--- src/rtl/dpot_pkg.sv ---
package dpot_pkg;
  typedef enum logic [2:0] {
    OP_NONE   = 3'b000,
    OP_WCR2DR = 3'b001,
    OP_RDSR   = 3'b010,
    OP_DR2WCR = 3'b011,
    OP_RDWCR  = 3'b100,
    OP_WRWCR  = 3'b101,
    OP_RDDR   = 3'b110,
    OP_WRDR   = 3'b111
  } op_e;

  typedef enum logic [1:0] {ST_IDLE, ST_HDR, ST_LIVE} st_e;

  localparam logic [3:0] DEV_TYPE = 4'b0101;
  localparam int unsigned NUM_DR  = 4;

  function automatic logic is_read(op_e op);
    return (op == OP_RDWCR) || (op == OP_RDDR) || (op == OP_RDSR);
  endfunction

  function automatic logic [2:0] frame_len(op_e op);
    return ((op == OP_WCR2DR) || (op == OP_DR2WCR)) ? 3'd2 : 3'd4;
  endfunction
endpackage

--- src/rtl/dpot_sync.sv ---
module dpot_sync #(
  parameter int unsigned W       = 3,
  parameter int unsigned STAGES  = 2,
  parameter logic [W-1:0] RST_VAL = '0
) (
  input  logic         clk_i,
  input  logic         rst_ni,
  input  logic [W-1:0] d_i,
  output logic [W-1:0] q_o
);
  for (genvar b = 0; b < W; b++) begin : g_bit
    logic [STAGES-1:0] ff;
    always_ff @(posedge clk_i or negedge rst_ni) begin
      if (!rst_ni) ff <= {STAGES{RST_VAL[b]}};
      else         ff <= {ff[STAGES-2:0], d_i[b]};
    end
    assign q_o[b] = ff[STAGES-1];
  end
endmodule

--- src/rtl/dpot_shift.sv ---
module dpot_shift (
  input  logic       clk_i,
  input  logic       rst_ni,
  input  logic       cs_n_i,
  input  logic       sck_i,
  input  logic       sdi_i,
  output logic       frm_start_o,
  output logic       frm_end_o,
  output logic       sck_fall_o,
  output logic       byte_vld_o,
  output logic [7:0] byte_o,
  output logic [2:0] byte_idx_o,
  output logic [2:0] byte_cnt_o
);
  logic       cs_d, sck_d, sck_rise;
  logic [2:0] bit_cnt;
  logic [6:0] sh_q;

  assign frm_start_o = cs_d & ~cs_n_i;
  assign frm_end_o   = ~cs_d & cs_n_i;
  assign sck_rise    = ~sck_d & sck_i & ~cs_n_i;
  assign sck_fall_o  = sck_d & ~sck_i & ~cs_n_i;

  always_ff @(posedge clk_i or negedge rst_ni) begin
    if (!rst_ni) begin
      cs_d       <= 1'b1;
      sck_d      <= 1'b0;
      bit_cnt    <= '0;
      sh_q       <= '0;
      byte_vld_o <= 1'b0;
      byte_o     <= '0;
      byte_idx_o <= '0;
      byte_cnt_o <= '0;
    end else begin
      cs_d       <= cs_n_i;
      sck_d      <= sck_i;
      byte_vld_o <= 1'b0;
      if (frm_start_o) begin
        bit_cnt    <= '0;
        sh_q       <= '0;
        byte_cnt_o <= '0;
      end else if (sck_rise) begin
        sh_q    <= {sh_q[5:0], sdi_i};
        bit_cnt <= bit_cnt + 3'd1;
        if (bit_cnt == 3'd7) begin
          byte_vld_o <= 1'b1;
          byte_o     <= {sh_q, sdi_i};
          byte_idx_o <= byte_cnt_o;
          if (byte_cnt_o != 3'd7) byte_cnt_o <= byte_cnt_o + 3'd1;
        end
      end
    end
  end
endmodule

--- src/rtl/dpot_regs.sv ---
module dpot_regs #(
  parameter int unsigned WW          = 7,
  parameter int unsigned PROG_CYCLES = 2000,
  parameter int unsigned NDR         = 4,
  localparam int unsigned PW = $clog2(NDR),
  localparam int unsigned TW = $clog2(PROG_CYCLES + 1)
) (
  input  logic          clk_i,
  input  logic          rst_ni,
  input  logic          wcr_we_i,
  input  logic [WW-1:0] wcr_d_i,
  input  logic          dr_we_i,
  input  logic [PW-1:0] sel_i,
  input  logic [WW-1:0] dr_d_i,
  output logic [WW-1:0] wcr_o,
  output logic [WW-1:0] dr_rd_o,
  output logic          wip_o
);
  logic [WW-1:0] dr_q [NDR];
  logic [TW-1:0] tmr_q;

  always_ff @(posedge clk_i or negedge rst_ni) begin
    if (!rst_ni)       wcr_o <= '0;
    else if (wcr_we_i) wcr_o <= wcr_d_i;
  end

  for (genvar g = 0; g < NDR; g++) begin : g_dr
    logic [WW-1:0] q;
    always_ff @(posedge clk_i or negedge rst_ni) begin
      if (!rst_ni)                             q <= '0;
      else if (dr_we_i && sel_i == PW'(g))     q <= dr_d_i;
    end
    assign dr_q[g] = q;
  end

  // programming timer: nonvolatile write modeled as a fixed busy window
  always_ff @(posedge clk_i or negedge rst_ni) begin
    if (!rst_ni)           tmr_q <= '0;
    else if (dr_we_i)      tmr_q <= TW'(PROG_CYCLES);
    else if (tmr_q != '0)  tmr_q <= tmr_q - TW'(1);
  end

  assign wip_o   = (tmr_q != '0);
  assign dr_rd_o = dr_q[sel_i];
endmodule

--- src/rtl/dpot_tx.sv ---
module dpot_tx (
  input  logic       clk_i,
  input  logic       rst_ni,
  input  logic       clr_i,
  input  logic       load_i,
  input  logic [7:0] data_i,
  input  logic       fall_i,
  output logic       sdo_o,
  output logic       oe_o
);
  logic [7:0] tx_q;
  logic       armed_q;

  always_ff @(posedge clk_i or negedge rst_ni) begin
    if (!rst_ni) begin
      tx_q    <= '0;
      armed_q <= 1'b0;
      oe_o    <= 1'b0;
    end else if (clr_i) begin
      armed_q <= 1'b0;
      oe_o    <= 1'b0;
    end else if (load_i) begin
      tx_q    <= data_i;
      armed_q <= 1'b1;
      oe_o    <= 1'b0;
    end else if (fall_i && armed_q) begin
      // first falling edge presents MSB, later ones shift
      if (!oe_o) oe_o <= 1'b1;
      else       tx_q <= {tx_q[6:0], 1'b0};
    end
  end

  assign sdo_o = oe_o & tx_q[7];
endmodule

--- src/rtl/dpot_serial_if.sv ---
module dpot_serial_if
  import dpot_pkg::*;
#(
  parameter int unsigned WW          = 7,
  parameter int unsigned PROG_CYCLES = 2000,
  parameter int unsigned SYNC_STAGES = 2
) (
  input  logic          clk_i,
  input  logic          rst_ni,
  input  logic          cs_ni,
  input  logic          sck_i,
  input  logic          sdi_i,
  input  logic          addr_i,
  output logic          sdo_o,
  output logic          sdo_oe_o,
  output logic [WW-1:0] wiper_o
);
  localparam int unsigned PW = $clog2(NUM_DR);

  logic cs_s, sck_s, sdi_s;
  logic frm_start, frm_end, sck_fall, byte_vld;
  logic [7:0] byte_q;
  logic [2:0] byte_idx, byte_cnt;

  st_e           st_q;
  op_e           op_q, op_in;
  logic          rw_q;
  logic [PW-1:0] ptr_q;
  logic [WW-1:0] data_q;

  logic          wcr_we, dr_we, wip, tx_load;
  logic [WW-1:0] wcr_d, dr_d, dr_rd;
  logic [7:0]    tx_data;
  logic          id_ok, cmd_ok;

  dpot_sync #(.W(3), .STAGES(SYNC_STAGES), .RST_VAL(3'b100)) u_sync (
    .clk_i, .rst_ni,
    .d_i({cs_ni, sck_i, sdi_i}),
    .q_o({cs_s, sck_s, sdi_s})
  );

  dpot_shift u_shift (
    .clk_i, .rst_ni,
    .cs_n_i(cs_s), .sck_i(sck_s), .sdi_i(sdi_s),
    .frm_start_o(frm_start), .frm_end_o(frm_end), .sck_fall_o(sck_fall),
    .byte_vld_o(byte_vld), .byte_o(byte_q),
    .byte_idx_o(byte_idx), .byte_cnt_o(byte_cnt)
  );

  dpot_regs #(.WW(WW), .PROG_CYCLES(PROG_CYCLES), .NDR(NUM_DR)) u_regs (
    .clk_i, .rst_ni,
    .wcr_we_i(wcr_we), .wcr_d_i(wcr_d),
    .dr_we_i(dr_we), .sel_i(ptr_q), .dr_d_i(dr_d),
    .wcr_o(wiper_o), .dr_rd_o(dr_rd), .wip_o(wip)
  );

  dpot_tx u_tx (
    .clk_i, .rst_ni,
    .clr_i(frm_start | frm_end),
    .load_i(tx_load), .data_i(tx_data), .fall_i(sck_fall),
    .sdo_o, .oe_o(sdo_oe_o)
  );

  assign op_in  = op_e'(byte_q[7:5]);
  assign id_ok  = (byte_q[7:4] == DEV_TYPE) && (byte_q[3:2] == 2'b00) && (byte_q[1] == addr_i);
  assign cmd_ok = !byte_q[4] && (byte_q[1:0] == 2'b00) && (op_in != OP_NONE)
                  && (is_read(op_in) == rw_q) && (!wip || op_in == OP_RDSR);

  always_ff @(posedge clk_i or negedge rst_ni) begin
    if (!rst_ni) begin
      st_q   <= ST_IDLE;
      op_q   <= OP_NONE;
      rw_q   <= 1'b0;
      ptr_q  <= '0;
      data_q <= '0;
    end else if (frm_start) begin
      st_q <= ST_HDR;
    end else if (frm_end) begin
      st_q <= ST_IDLE;
    end else if (byte_vld) begin
      unique case (byte_idx)
        3'd0: if (st_q == ST_HDR) begin
          if (id_ok) rw_q <= byte_q[0];
          else       st_q <= ST_IDLE;
        end
        3'd1: if (st_q == ST_HDR) begin
          if (cmd_ok) begin
            st_q  <= ST_LIVE;
            op_q  <= op_in;
            ptr_q <= byte_q[3:2];
          end else begin
            st_q <= ST_IDLE;
          end
        end
        3'd3: if (st_q == ST_LIVE && op_q == OP_WRDR) data_q <= byte_q[WW-1:0];
        default: ;
      endcase
    end
  end

  always_comb begin
    wcr_we = 1'b0;
    wcr_d  = byte_q[WW-1:0];
    dr_we  = 1'b0;
    dr_d   = data_q;
    if (byte_vld && st_q == ST_LIVE && byte_idx == 3'd3 && op_q == OP_WRWCR)
      wcr_we = 1'b1;
    if (frm_end && st_q == ST_LIVE && byte_cnt >= frame_len(op_q)) begin
      unique case (op_q)
        OP_WRDR:   dr_we = 1'b1;
        OP_WCR2DR: begin dr_we = 1'b1; dr_d = wiper_o; end
        OP_DR2WCR: begin wcr_we = 1'b1; wcr_d = dr_rd; end
        default: ;
      endcase
    end
  end

  always_comb begin
    tx_data = '0;
    unique case (op_q)
      OP_RDWCR: tx_data[WW-1:0] = wiper_o;
      OP_RDDR:  tx_data[WW-1:0] = dr_rd;
      default:  tx_data[0]      = wip;
    endcase
  end

  assign tx_load = byte_vld && st_q == ST_LIVE && byte_idx == 3'd2 && is_read(op_q);
endmodule

--- config.mk ---
export PLATFORM = sky130hd
export DESIGN_NAME = dpot_serial_if
export DESIGN_NICKNAME = d
export VERILOG_FILES = /design/src/rtl/dpot_pkg.sv /design/src/rtl/dpot_sync.sv /design/src/rtl/dpot_shift.sv /design/src/rtl/dpot_regs.sv /design/src/rtl/dpot_tx.sv /design/src/rtl/dpot_serial_if.sv
export SDC_FILE = /design/constraint.sdc
export NUM_CORES = 1
export LEC_CHECK = 0
export ABC_AREA = 1
export BUFFER_PORTS_ARGS = -buffer_cell sky130_fd_sc_hd__buf_2
export CAP_MARGIN = 20
export CORE_UTILIZATION = 30
export DETAILED_ROUTE_END_ITERATION = 10
export GPL_TIMING_DRIVEN = 1
export PLACE_DENSITY = 0.52
export SLEW_MARGIN = 5
export SYNTH_ARGS = -nofsm -noshare
export SYNTH_HDL_FRONTEND = slang
export SYNTH_SLANG_ARGS = --single-unit
--- constraint.sdc ---
create_clock -name clk_i -period 2.3 [get_ports clk_i]
set_input_delay 0.115 -clock clk_i [delete_from_list [all_inputs] [get_ports clk_i]]
set_output_delay 0.115 -clock clk_i [all_outputs]
set_load 0.02 [all_outputs]
==> results.py, run 1 <==
metrics = {
    "sta": {
        "setup_violations": 0,
        "max_slew_margin": 0.5325,
        "period_share": 0.9466,
        "finalClockSkew_ns": 0.01043,
        "timing.fmax_mhz": 459.3,
        "rsz0062_at_grt": "yes",
        "finalMaxSlewViolations": 0,
        "period_needed_ns": 2.177,
        "fin_hold_ws_ns": 0.1756,
        "setup_ws_ns": 0.1227,
        "finalHoldViolCount": 0,
        "tightest_slew_ns": 0.7013,
    },
    "hold_path": {
        "hold_depth": 4,
        "worstHoldEndpoint": "rw_q",
        "hp-start": "addr_i",
        "hp-class": "input pin to register",
    },
    "logic_synthesis": {
        "synth_top_area_cell": "dfrtp_1",
        "synth_cell_types": 33,
        "yosysSeqAreaShare": 0.5028,
        "ys_ff_latch": 104,
        "synthArstFlopShare": 1.000,
        "synth_top_area_frac": 0.4876,
        "synth_area_leaders": "dfrtp_1 49%, nand2_1 20%, nand3_1 5.8%",
        "synthCells": 665,
        "synth_flop_cell": "dfrtp_1",
        "synth-edff-count": 0,
        "avgSynthCellArea_sq_um": 7.795,
        "synth_fp_nets": 680,
        "ys_warn_count": 0,
        "syn_area_sq_um": 5184,
    },
    "setup_path": {
        "path_class": "register to register",
        "start_kind": "register",
        "rrSetupSlack_ns": 0.12,
        "endpoint_kind": "register",
        "crit_fanout": 12,
        "rr_endpoint": "u_regs.g_dr[2].q[1]",
        "r2r_cells": 13,
        "r2r_start": "op_q[0]",
        "critPathRequiredTime_ns": 2.59,
        "arrival_ns": 2.47,
    },
    "place": {
        "routabilityCongestion": 0.8795,
        "io_buffers": 14,
        "dpl.hpwl_um": 9297,
        "dpl-instance-area_sq_um": 5568,
        "place_inst": 900,
        "place_ws_ns": 0.1560,
    },
    "floorplanning": {
        "rows": 47,
        "die_width_um": 133.5,
        "ios": 15,
        "die_h_um": 133.5,
        "die_area_sq_um": 17810,
        "core_sq_um": 16700,
        "initial_core_util": 0.3104,
    },
    "global_routing": {
        "grt.total_usage": 0.1508,
        "grt_pass1_vias": 4038,
        "use_met3": 0.02664,
        "top_usage_layer": "met2",
        "grt_overflow_total": 0,
        "met1_usage": 0.2145,
        "grt_pass1_wl_um": 20980,
        "grt_max_degree": 54,
        "gr-usage-met2": 0.2367,
        "antenna_found_initial": 0,
    },
    "power": {
        "intPower_mw": 2.638,
        "p_comb_frac": 0.029,
        "p_clk_frac": 0.434,
        "powerDensity_nw_per_um2": 586.0,
        "power_switching_mw": 0.8235,
        "power.share.sequential": 0.537,
        "p_sw_frac": 0.2379,
        "power_mw": 3.461,
        "leakage_nw": 3.040,
        "peakVddDrop_v": 0.0003741,
    },
    "drt": {
        "first_pass_iters": 5,
        "avgViaCountPerCell": 4.709,
        "drt-initial-drc-count": 377,
        "drc": 0,
        "vias": 4332,
        "final_antenna_net_count": 0,
        "routed_wl_um": 12650,
        "wl_per_cell_um": 13.75,
    },
    "clocking": {
        "insertion_delay_ns": 0.35,
        "clk_pin_slew_ns": 0.07,
        "cts_setup_buffers": 0,
        "htreeDepth": 3,
        "cts_buffers": 9,
        "cts_tree": "yes",
        "root_buffer": "clkbuf_16",
        "cts_sinks": 104,
        "clockBufferDepth": 2,
    },
    "finish": {
        "antenna_cells": 0,
        "n_fill_cell": 1786,
        "fin_area_sq_um": 5907,
        "final_nets": 710,
        "layout-drive-gt1-share": 0.1000,
        "finalNonFillerCells": 920,
        "syn2layout_area_growth_pct": 13.95,
    },
    "job": {
        "cap_violations": 0,
    },
    "outcome": {
        "status": "complete, no violations",
    },
}
synth_stat cells, types with 2 or more instances:
cell	n
o31ai_1	2
o211ai_1	2
buf_2	5
nand2_1	274
dfrtp_1	101
a211oi_1	2
nor2_2	4
dfstp_2	3
nor2_1	40
o21ai_1	4
nand3_1	60
nor3_1	3
nand2_4	5
clkbuf_1	3
nand4_1	20
o21ai_0	31
inv_1	63
inv_2	6
nor2_4	4
buf_6	2
nand3b_1	3
nor3_4	2
ha_1	9
nand3_2	2
a21oi_1	6
xor2_1	2
kinds of logic after synthesis:
logic type / count (synthesis) / share of synthesized area
fa+ha+maj: 9 / 0.02172
flops: 104 / 0.5028
buf+inv: 80 / 0.06276
compound gates: 50 / 0.05286
simple gates: 419 / 0.3548
xor+xnor: 3 / 0.005070
power groups by stage:
stage               combinational (mW)  sequential, mW  clock [mW]
floorplan                       0.0399            1.89           0
global placement                0.0971            1.89           0
detailed placement              0.0993            1.89           0
CTS                              0.105            1.86        1.55
global route                     0.118            1.86        1.62
finish                           0.101            1.86        1.50
how the worst max path moves through the flow:
stage,startpoint,end,cells after the start
after floorplan,op_q[2],u_regs.g_dr[0].q[0],15
after CTS,op_q[0],u_regs.g_dr[1].q[3],13
after global placement,op_q[0],u_regs.g_dr[1].q[1],13
after global routing,op_q[0],u_regs.wcr_o[1],13
final,op_q[0],u_regs.g_dr[2].q[1],13
after detailed placement,op_q[0],u_regs.g_dr[1].q[1],13
placed cells by master (no fill, tap or decap), drive strengths merged:
master,netlist,routed
nand2,280,280
dfstp,3,3
o21a,1,1
a21boi,1,1
clkbuf,3,10
o21ai,36,36
xor2,2,2
a21oi,6,6
xnor2,1,1
a211oi,2,2
nand3,62,62
nor3,5,5
ha,9,9
clkinv,0,2
dfrtp,101,101
inv,69,73
buf,8,26
dlygate4sd3,0,4
nand3b,3,3
o211ai,2,2
nand4,21,21
nor2,48,48
o31ai,2,2
layout make-up:
type                            instances  area, sq um  area share
Clock inverter                          6        60.06     0.01017
Inverter                               69        259.0     0.04385
Timing Repair Buffer                   30        215.2     0.03643
Sequential cell                       104         2606      0.4412
Clock buffer                           10        229.0     0.03876
Tap cell                              220        275.3     0.04660
Multi-Input combinational cell        481         2262      0.3830
critical path: stages, from the launching register on:
cell and delay, ns:
dfrtp_1 0.45, nand2_1 0.12, nor2_1 0.06, inv_1 0.05
nand2_1 0.07, ha_1 0.27, nand2_1 0.05, nand2_1 0.05
nand2_1 0.05, nand2_2 0.11, nand3_2 0.36, nor2_4 0.32
nand2_1 0.08, nand2_1 0.06
layer usage:
metal	up-vias	part of all wire	wire length [um]
met5	-	0	0
met4	0	0.0082	104
met3	10	0.033	413
met2	86	0.46	5831
met1	2045	0.50	6296
li1	2191	-	-
registers in the layout (all words and copies together) (netlist names), 6 cells and up:
name and flops:
u_sync.g_bit.ff 6, u_regs.wcr_o 7, u_shift.sh_q 7, data_q 7, u_regs.g_dr.q 28, u_tx.tx_q 8, u_regs.tmr_q 11, u_shift.byte_o 8
through the flow:
step,util,TNS [ns]
floorplan,-,0
CTS,0.3531,0
global route,0.3537,-2.474
finish,0.3537,0
detailed placement,0.3334,0
global placement,0.3334,0
timing repair:
item | in CTS | in global routing
endpoints found under the setup margin | 0 | 34
hold buffers | 4 | 0
resized for setup | 0 | 2
hold endpoints to repair | 51 | 0
No activity file was read; power rests on OpenSTA's default activity.
==> run 2, diff against run 1 <==
--- a/config.mk
+++ b/config.mk
@@ -15,4 +15,5 @@
 export SLEW_MARGIN = 5
 export SYNTH_ARGS = -nofsm -noshare
 export SYNTH_HDL_FRONTEND = slang
+export SYNTH_HIERARCHICAL = 1
 export SYNTH_SLANG_ARGS = --single-unit
==> results.py, run 2 <==
metrics = {
    "setup_path": {
        "cpPeakStageDelay_ns": 0.39,
        "critPathRequiredTime_ns": 2.52,
        "critPathCapture": "ptr_q[0]",
        "arrival_ns": 2.30,
        "rrSetupSlack_ns": 0.23,
        "startpoint": "u_regs/tmr_q[0]",
        "start_kind": "register",
        "rr_endpoint": "ptr_q[0]",
        "worst_path_max_delay_cell": "dfrtp_1",
        "crit_chain": "inv_1, ha_1, nand3_2, nor2_4, nand2_2, o21ai_0, nand2_1, nor2_1, nand2_2, nand2_1, o21ai_0",
        "r2r_cells": 11,
        "path_class": "register to register",
        "endpoint_kind": "register",
        "crit_fanout": 10,
        "r2r_start": "u_regs/tmr_q[0]",
    },
    "floorplanning": {
        "die_h_um": 135.7,
        "initial_core_util": 0.3088,
        "core_sq_um": 17360,
        "ios": 15,
        "die_width_um": 135.7,
        "rows": 48,
        "die_area_sq_um": 18400,
    },
    "sta": {
        "finalClockSkew_ns": 0.008751,
        "period_share": 0.9004,
        "period_needed_ns": 2.071,
        "setup_violations": 0,
        "setup_ws_ns": 0.2290,
        "finalMaxSlewViolations": 0,
        "max_slew_margin": 0.6368,
        "rsz0062_at_grt": "no",
        "tightest_slew_ns": 0.5432,
        "fin_setup_tns_ns": 0,
        "timing.fmax_mhz": 482.9,
        "finalHoldViolCount": 0,
    },
    "finish": {
        "layout_commonest_cell": "nand2_1",
        "largestRegisters": "u_regs/g_dr.q x28, u_regs/tmr_q x11",
        "final_nets": 675,
        "largest_reg_flops": 28,
        "n_fill_cell": 1838,
        "layout-drive-gt1-share": 0.1694,
        "syn2layout_area_growth_pct": 10.95,
        "top_register": "u_regs/g_dr.q",
        "antenna_cells": 0,
        "final_cell_mix": "230 x nand2_1, 101 x dfrtp_1, 62 x inv_1",
    },
    "logic_synthesis": {
        "synth-edff-count": 0,
        "synth_flop_cell": "dfrtp_1",
        "avgSynthCellArea_sq_um": 8.321,
        "synthCells": 644,
        "synth_most_common_cell": "nand2_1",
        "synth_fp_nets": 657,
        "ys_ff_latch": 104,
        "synth_cell_types": 39,
        "synthArstFlopShare": 1.000,
        "netlist_top_cells_count": "230 x nand2_1, 101 x dfrtp_1, 62 x inv_1",
        "ys_warn_count": 6,
        "synth_top_area_frac": 0.4716,
        "syn_area_sq_um": 5359,
        "yosysSeqAreaShare": 0.4863,
        "synth_top_area_cell": "dfrtp_1",
        "synth_area_leaders": "dfrtp_1 47%, nand2_1 16%, nand3_1 4.8%",
    },
    "clocking": {
        "cts_sinks": 104,
        "cts_tree": "yes",
        "htreeDepth": 3,
        "root_buffer": "clkbuf_16",
        "clk_pin_slew_ns": 0.07,
        "clockBufferDepth": 2,
        "cts_setup_buffers": 0,
        "cts_buffers": 9,
        "insertion_delay_ns": 0.35,
    },
    "hold_path": {
        "hp-class": "input pin to async pin",
    },
    "power": {
        "powerDensity_nw_per_um2": 576.9,
        "peakVddDrop_v": 0.0003541,
        "leakage_nw": 3.017,
    },
    "outcome": {
        "status": "complete, no violations",
    },
    "drt": {
        "drt-initial-drc-count": 274,
        "drc": 0,
        "first_pass_iters": 5,
        "vias": 4219,
        "routed_wl_um": 11790,
        "wl_per_cell_um": 13.22,
        "avgViaCountPerCell": 4.730,
        "final_antenna_net_count": 0,
    },
    "global_routing": {
        "grt_pass1_wl_um": 20130,
        "grt_pass1_vias": 4046,
        "antenna_found_initial": 0,
        "grt_overflow_total": 0,
        "grt.total_usage": 0.1409,
        "grt_max_degree": 48,
    },
    "place": {
        "place_ws_ns": 0.06519,
        "io_buffers": 14,
        "routabilityCongestion": 0.7884,
        "dpl.hpwl_um": 8448,
    },
    "job": {
        "cap_violations": 0,
    },
}
[run 2: changes by cell type after synthesis, moves of 9 or more]
cell | previous run | this run
nand2_2 | 1 | 11
buf_6 | 2 | 11
nor2_1 | 40 | 30
nand2_1 | 274 | 230
o21ai_2 | 1 | 28
nand3_1 | 60 | 51
[run 2: what timing repair did]
item / in CTS / in global routing
resized for setup: 0 / 3
hold buffers: 4 / 0
setup endpoints to repair: 0 / 7
hold endpoints to repair: 32 / 0
[run 2: cells by family after synthesis]
logic type               Yosys count  share of synthesized area
AO/OA/AOI/OAI                     75                    0.09479
adder cells (fa/ha/maj)            7                    0.01634
other                              1                  0.0006998
multiplexers                       7                    0.01471
AND/OR/NAND/NOR                  363                     0.3061
buffers and inverters             87                    0.08102
flip-flops                       104                     0.4863
[run 2: cell type report]
| class | count | area [sq um] | share of cell area |
|---|---|---|---|
| sequential | 104 | 2606 | 0.4383 |
| timing repair buffer | 25 | 181.4 | 0.03051 |
| multi-input combinational | 453 | 2322 | 0.3906 |
| inverter | 69 | 267.8 | 0.04503 |
| clock buffer | 14 | 274.0 | 0.04609 |
| tap | 225 | 281.5 | 0.04735 |
| clock inverter | 2 | 12.51 | 0.002104 |
[run 2: worst min path at each step]
stage,from,endpoint,cells past startpoint
floorplan,rst_ni,data_q[0],0
global placement,rst_ni,u_regs/g_dr[3].q[3],1
detailed placement,rst_ni,u_regs/g_dr[3].q[3],1
CTS,rst_ni,u_regs/g_dr[3].q[3],2
global route,rst_ni,u_regs/g_dr[0].q[3],2
finish,rst_ni,u_regs/g_dr[3].q[3],2
[run 2: per-layer routing]
layer / wire, um / vias to the layer above / share of wire / track usage
li1: - / 2101 / - / -
met3: 492 / 11 / 0.042 / 0.03816
met1: 5624 / 2029 / 0.48 / 0.1866
met2: 5549 / 78 / 0.47 / 0.2242
met5: 0 / - / 0 / 0
met4: 126 / 0 / 0.011 / 0.03933
[run 2: where the power goes]
group / switching (mW) / internal, mW / total, mW
Combinational: 0.0727 / 0.0243 / 0.0970
Clock: 0.658 / 0.822 / 1.48
Sequential: 0.00899 / 1.84 / 1.85
[run 2: worst max-delay path: cells and delay by family, from the launching register on]
family / cells / cell delay [ns]
flip-flops: 1 / 0.39
buffers and inverters: 1 / 0.14
AND/OR/NAND/NOR: 7 / 0.87
adder cells (fa/ha/maj): 1 / 0.24
AO/OA/AOI/OAI: 2 / 0.31
[run 2: stage by stage]
step	hold slack [ns]	cells	power [mW]	instance area, sq um	util
finish	0.2524	892	3.430	5946	0.3426
global placement	0.1113	872	1.981	5608	0.3231
global route	0.3145	892	3.573	5946	0.3426
floorplan	-0.1806	644	1.928	5359	-
detailed placement	0.1087	872	1.983	5608	0.3231
CTS	0.2643	892	3.498	5934	0.3419
